File: config.mk
export PLATFORM = sky130hd
export DESIGN_NAME = hbridge_deadtime
export DESIGN_NICKNAME = d
export VERILOG_FILES = /design/src/rtl/hbridge_pkg.sv /design/src/rtl/hbridge_steer.sv /design/src/rtl/hbridge_ontimer.sv /design/src/rtl/hbridge_deadtime.sv
export SDC_FILE = /design/constraint.sdc
export NUM_CORES = 1
export LEC_CHECK = 0
export BUFFER_PORTS_ARGS = -buffer_cell sky130_fd_sc_hd__buf_2
export CAP_MARGIN = 20
export CORE_MARGIN = 2
export CORE_UTILIZATION = 59
export DETAILED_ROUTE_END_ITERATION = 16
export GPL_TIMING_DRIVEN = 0
export PLACE_DENSITY = 0.8
export SETUP_SLACK_MARGIN = 0.05
export SYNTH_ARGS = -nofsm -noshare
export SYNTH_HDL_FRONTEND = slang
export SYNTH_HIERARCHICAL = 1
export SYNTH_SLANG_ARGS = --single-unit
File: constraint.sdc
create_clock -name clk -period 2.6 [get_ports clk]
set_clock_uncertainty 0.1 [all_clocks]
set_input_delay 0.52 -clock clk [delete_from_list [all_inputs] [get_ports clk]]
set_output_delay 0.52 -clock clk [all_outputs]
set_load 0.005 [all_outputs]
File: src/rtl/hbridge_pkg.sv
package hbridge_pkg;

   localparam int NUM_SW = 4;

   typedef enum logic [1:0] {
      SW_AH = 2'd0,
      SW_AL = 2'd1,
      SW_BH = 2'd2,
      SW_BL = 2'd3
   } sw_e;

   function automatic bit sw_is_high(input int idx);
      return (idx == int'(SW_AH)) || (idx == int'(SW_BH));
   endfunction

endpackage

File: src/rtl/hbridge_steer.sv
module hbridge_steer
   import hbridge_pkg::*;
(
   input  logic              dir_i,
   input  logic              dis_i,
   input  logic              hen_i,
   output logic [NUM_SW-1:0] req_o
);

   always_comb begin
      req_o = '0;
      if (!dis_i) begin
         req_o[SW_AH] = dir_i & hen_i;
         req_o[SW_BL] = dir_i;
         req_o[SW_AL] = ~dir_i;
         req_o[SW_BH] = ~dir_i & hen_i;
      end
   end

endmodule

File: src/rtl/hbridge_ontimer.sv
module hbridge_ontimer #(
   parameter int DLY_W = 8
) (
   input  logic             clk,
   input  logic             rst_n,
   input  logic             req_i,
   input  logic [DLY_W-1:0] dly_i,
   output logic             gate_o
);

   logic [DLY_W-1:0] cnt_q;

   always_ff @(posedge clk or negedge rst_n) begin
      if (!rst_n) begin
         cnt_q  <= '0;
         gate_o <= 1'b0;
      end else if (!req_i) begin
         cnt_q  <= '0;
         gate_o <= 1'b0;
      end else if (!gate_o) begin
         if (cnt_q >= dly_i) begin
            gate_o <= 1'b1;
         end else begin
            cnt_q <= cnt_q + 1'b1;
         end
      end
   end

endmodule

File: src/rtl/hbridge_deadtime.sv
module hbridge_deadtime
   import hbridge_pkg::*;
#(
   parameter int DLY_W = 8
) (
   input  logic             clk,
   input  logic             rst_n,
   input  logic             dir_i,
   input  logic             dis_i,
   input  logic             hen_i,
   input  logic [DLY_W-1:0] hs_dly_i,
   input  logic [DLY_W-1:0] ls_dly_i,
   output logic             a_hi_o,
   output logic             a_lo_o,
   output logic             b_hi_o,
   output logic             b_lo_o
);

   if (DLY_W < 1 || DLY_W > 16) begin : g_bad_width
      $error("hbridge_deadtime: DLY_W must lie in 1..16");
   end

   logic [NUM_SW-1:0] req;
   logic [NUM_SW-1:0] gate;

   hbridge_steer u_steer (
      .dir_i (dir_i),
      .dis_i (dis_i),
      .hen_i (hen_i),
      .req_o (req)
   );

   for (genvar i = 0; i < NUM_SW; i++) begin : g_sw
      logic [DLY_W-1:0] dly_sel;
      if (sw_is_high(i)) begin : g_high
         assign dly_sel = hs_dly_i;
      end else begin : g_low
         assign dly_sel = ls_dly_i;
      end
      hbridge_ontimer #(.DLY_W(DLY_W)) u_tmr (
         .clk    (clk),
         .rst_n  (rst_n),
         .req_i  (req[i]),
         .dly_i  (dly_sel),
         .gate_o (gate[i])
      );
   end

   assign a_hi_o = gate[SW_AH];
   assign a_lo_o = gate[SW_AL];
   assign b_hi_o = gate[SW_BH];
   assign b_lo_o = gate[SW_BL];

endmodule

# After elaboration in Yosys (flattened, before gate mapping)
# Cells that the tools add are included.
[word_totals] register_bits=36 input_bits=21 elab_cells=56
[classes] n_addsub=4 n_lt_le_gt_ge=4 n_eq_ne=8 n_mux=25 bitwise_logic=3 reduce_logical=4
[ops] operator="8-bit two-way mux" count=12
[ops] operator="8-bit by 1-bit adder with 8-bit output, second input constant" count=4
[ops] operator="8-bit >= comparator" count=4
[ops] operator="2-bit inequality test, second input constant" count=8
[ops] operator="1-bit two-way mux" count=12
[ops] operator="2-bit AND reduction" count=4
[ops] operator="4-bit two-way mux" count=1
[ops] operator="1-bit bitwise AND" count=2
[ops] operator="1-bit NOT" count=1

# Depth between registers and ports, before layout
[depth] depth_word=5 mapped_depth=8 ltp_nobuf=7

# By module
# Netlist, hierarchy kept.
[by_module_without_submodules] module="hbridge_ontimer" n_inst=4 cells_per_inst=69 area_each_um2=619.3 seq_area_each_um2=225.2
[by_module_without_submodules] module="hbridge_steer" n_inst=1 cells_per_inst=4 area_each_um2=30.0 seq_area_each_um2=0.0

# Worst setup path after synthesis
# OpenSTA, ideal clock, no wires.
[synth_timing] path_kind="input -> register" from="input hs_dly_i[1]" to="register g_sw[2].u_tmr.cnt_q[7]" setup_ns=0.078 arrival_time_ns=2.093 slack_ns=0.330 cell_stages=7 n_path_buf=0 path_cell_list="inv_1 ha_1 or4_1 a21oi_2 o31ai_2 or4_1 a21oi_1"
[synth_via] elab_chain_cells=3
[synth_lines] element="start: declaration" line="hbridge_deadtime.sv:11" source="input logic [DLY_W-1:0] hs_dly_i,"
[synth_lines] element="8-bit >= comparator" line="hbridge_ontimer.sv:21" source="if (cnt_q >= dly_i) begin"
[synth_lines] element="2-bit inequality test (no line)"
[synth_lines] element="2-bit AND reduction (no line)"
[synth_lines] element="end signal: assignment" line="hbridge_ontimer.sv:24" source="cnt_q <= cnt_q + 1'b1;"
[synth_lines] element="end: declaration" line="hbridge_ontimer.sv:11" source="logic [DLY_W-1:0] cnt_q;"
# No other way between the ends.
# A chain may end at the register's enable or synchronous reset.

# Worst setup path after layout
[layout_timing] from="register g_sw[3].u_tmr.cnt_q[2]" to="register g_sw[3].u_tmr.cnt_q[5]"
[layout_via] elab_chain_cells=4
[layout_lines] element="start: declaration" line="hbridge_ontimer.sv:11"
[layout_lines] element="start signal: assignment" line="hbridge_ontimer.sv:24"
[layout_lines] element="8-bit by 1-bit adder with 8-bit output" line="hbridge_ontimer.sv:24"
[layout_lines] element="8-bit two-way mux" line="hbridge_ontimer.sv:21"
[layout_lines] element="8-bit two-way mux" line="hbridge_ontimer.sv:20" source="end else if (!gate_o) begin"
[layout_lines] element="8-bit two-way mux" line="hbridge_ontimer.sv:17" source="end else if (!req_i) begin"
# Several ways; a longest one is shown, not always the timed one. The select of a mux whose other input is x is not followed.

==> out/qor.csv <==
stage;metric;value;unit
worst_setup_path;R2R setup slack;0.27;ns
run;max cap viols;0;
worst_setup_path;WP depth;7;
worst_setup_path;Worst Path Required;2.66;ns
status;status;finished, final reports clean;
worst_setup_path;Critical Path End Type;flip-flop;
clock_network;clk sink count;36;
finish;share of layout cells above drive strength 1;0.135;
timing;Rel. slew slack;0.484;
worst_setup_path;R2R cell count;7;
clock_network;cts hold-fix bufs;0;
placed_design;port bufs;24;
timing;setup violators final;0;
floorplanning;row cnt;23;
synthesis;Seq/Total Area, Yosys;0.359;
global_route;initial antenna violation count;0;
finish;fill cell count;318;
global_route;largest net degree at the start of global routing;37;
floorplanning;Die ar.;4790;um^2
floorplanning;num ports;25;
clock_network;post_cts resized;0;
finish;Area Overhead vs Synth;11.7;%
timing;Final min period;2.33;ns
timing;final hold vios;0;
timing;Fmax;428;MHz
worst_setup_path;Reg-to-Reg End;g_sw[3].u_tmr/cnt_q[5];
placed_design;pre-CTS setup slack;0.0570;ns
floorplanning;starting density of the core;0.618;
global_route;first-pass GRT wire length;9240;um
clock_network;CTS tree;yes;
placed_design;placed insts;354;
clock_network;total setup buffers inserted after CTS;0;
routing;DR vias/cell;5.78;
clock_network;CTS Root Cell;clkbuf_8;
timing;period utilisation layout;0.898;
worst_setup_path;Critical Path AT;2.40;ns
timing;setup ws final;0.265;ns
routing;WL/cell;14.0;um
synthesis;Netlist cell types;24;
timing;unrepaired setup endpoints after global routing;false;
worst_setup_path;reg-to-reg startpoint;g_sw[3].u_tmr/cnt_q[2];
synthesis;Syn Nets;337;
worst_setup_path;crit start category;flip-flop;
routing;routed wire length;5050;um
pwr;Leak;1.41;nW
timing;Final Max Slew Viols;0;
pwr;Peak VDD IR;379;uV
routing;length of the first detailed-routing pass in iterations;5;
placed_design;GP Congestion;0.819;
routing;Starting DRT DRC Count;169;
worst_setup_path;CP bufs+invs;1;
floorplanning;die width;69.2;um
worst_setup_path;Critical Path Sink;g_sw[3].u_tmr/cnt_q[5];
global_route;vias in the first global route;2098;
clock_network;total CTS buffers;5;
worst_setup_path;max incr delay on CP;0.52;ns
finish;n_diodes;0;
worst_setup_path;Cell Chain, Critical Path;ha_1 -> or4_1 -> a21oi_2 -> o31ai_2 -> clkbuf_1 -> o31ai_1 -> a21oi_1;
routing;antenna violation net count after detailed routing;0;
synthesis;top cell type's share of synthesized area;0.359;
timing;worst-margin pin slew;0.774;ns
clock_network;clock buffer depth;2;
synthesis;Cell Area, Synth;2510;um^2
timing;Worst Hold Slack;0.198;ns
worst_setup_path;cell family with most CP delay;compound AO/OA/AOI/OAI gates;
worst_hold_path;Hold Crit Class;in2async;
worst_setup_path;slowest stage cell, crit path;or4_1;
floorplanning;Die H;69.2;um
synthesis;ranking of synthesized cells by area;dfrtp_1, ha_1, inv_1;
floorplanning;Core ar.;4060;um^2
clock_network;CTS HTree Levels;2;
synthesis;Post-Syn Instances;280;
pwr;pwr/cell area;420;nW/um^2
synthesis;cell taking the most area after synthesis;dfrtp_1;
global_route;grt total ovfl;0;
worst_setup_path;CP Launch Point;g_sw[3].u_tmr/cnt_q[2];
global_route;GRT Util Overall;0.231;
worst_setup_path;CP max FO;10;
clock_network;clk_lat worst skew;0.29;ns
worst_setup_path;category of the most critical setup path;reg2reg;
synthesis;FF+latch count, synth;36;
clock_network;clk slew on worst S/H paths;0.08;ns
synthesis;synth warn;6;
finish;Finished Layout Cells;362;
placed_design;Final HPWL DP;3920;um
routing;routed via count;2091;
finish;Nets;368;
timing;Final TNS setup;0;ns
synthesis;syn avg cell area;8.96;um^2
routing;drt drc;0;
[registers in the layout (all words and copies together) (netlist names)]
register	cells
g_sw.u_tmr/cnt_q	32
g_sw.u_tmr/gate_o	4
[metal layers]
metal | wire, um | vias to the layer above | GRT usage | part of all wire
met5 | 0 | - | 0 | 0
met4 | 12 | 0 | 0.0370 | 0.0024
met3 | 171 | 2 | 0.0538 | 0.034
met2 | 2520 | 37 | 0.378 | 0.50
met1 | 2350 | 986 | 0.319 | 0.47
li1 | - | 1066 | - | -
[kinds of logic (layout without fill, tap and decap cells)]
logic type      count (synthesis)  count (layout)  share of synthesized area
compound gates                 76              76                      0.190
xor+xnor                        4               4                     0.0140
fa+ha+maj                      36              36                      0.180
buf+inv                        44              76                     0.0659
flops                          36              36                      0.359
simple gates                   84              84                      0.192
[cell usage after synthesis (all sizes together)]
cell type,n
nand2b,4
a211oi,4
inv,40
and2b,1
nor3b,1
xnor2,4
or4,12
dfrtp,36
a21o,4
nand3,20
a21oi,32
clkbuf,4
nor2,5
o21ai,20
o31ai,12
and3b,1
nand2,12
ha,36
and3,4
o21a,4
or3,20
and2,4
[layout by cell type (no fill, tap or decap), types with 5 or more instances in the layout]
cell	n
o31ai_1	8
o21ai_1	20
nor2_1	5
or3_1	20
nand3_1	20
nand2_1	12
buf_2	24
clkbuf_8	5
ha_1	36
or4_1	12
inv_1	40
a21oi_1	28
dfrtp_1	36
[final cells by class]
class / count / area (um^2) / share of cell area
clock buffer: 5 / 68.8 / 0.0246
buffer: 4 / 15.0 / 0.00536
clock inverter: 3 / 42.5 / 0.0152
timing repair buffer: 24 / 120 / 0.0429
multi-input combinational: 200 / 1440 / 0.515
inverter: 40 / 150 / 0.0536
sequential: 36 / 901 / 0.322
tap: 50 / 62.6 / 0.0223
[report_power, final]
group	internal (mW)	switching, mW	leakage, nW	total [mW]
sequential	0.564	0.00487	0.500	0.569
combinational	0.0455	0.0666	0.860	0.112
clock	0.284	0.210	0.0541	0.494
[how the worst min path moves through the flow]
stage	to	from
floorplan	g_sw[0].u_tmr/cnt_q[0]	rst_n
global placement	g_sw[1].u_tmr/cnt_q[7]	g_sw[1].u_tmr/cnt_q[7]
detailed placement	g_sw[2].u_tmr/cnt_q[7]	g_sw[2].u_tmr/cnt_q[7]
CTS	g_sw[0].u_tmr/cnt_q[6]	rst_n
global route	g_sw[0].u_tmr/cnt_q[6]	rst_n
finish	g_sw[0].u_tmr/cnt_q[6]	rst_n
[per-stage QoR]
stage,instance area (um^2),total power [mW],utilization
after floorplan,2510,0.645,-
after global placement,2690,0.689,0.663
after detailed placement,2690,0.694,0.663
after CTS,2800,1.19,0.690
after global routing,2800,1.23,0.690
final,2800,1.18,0.690
Power figures use the tool's default switching activity.
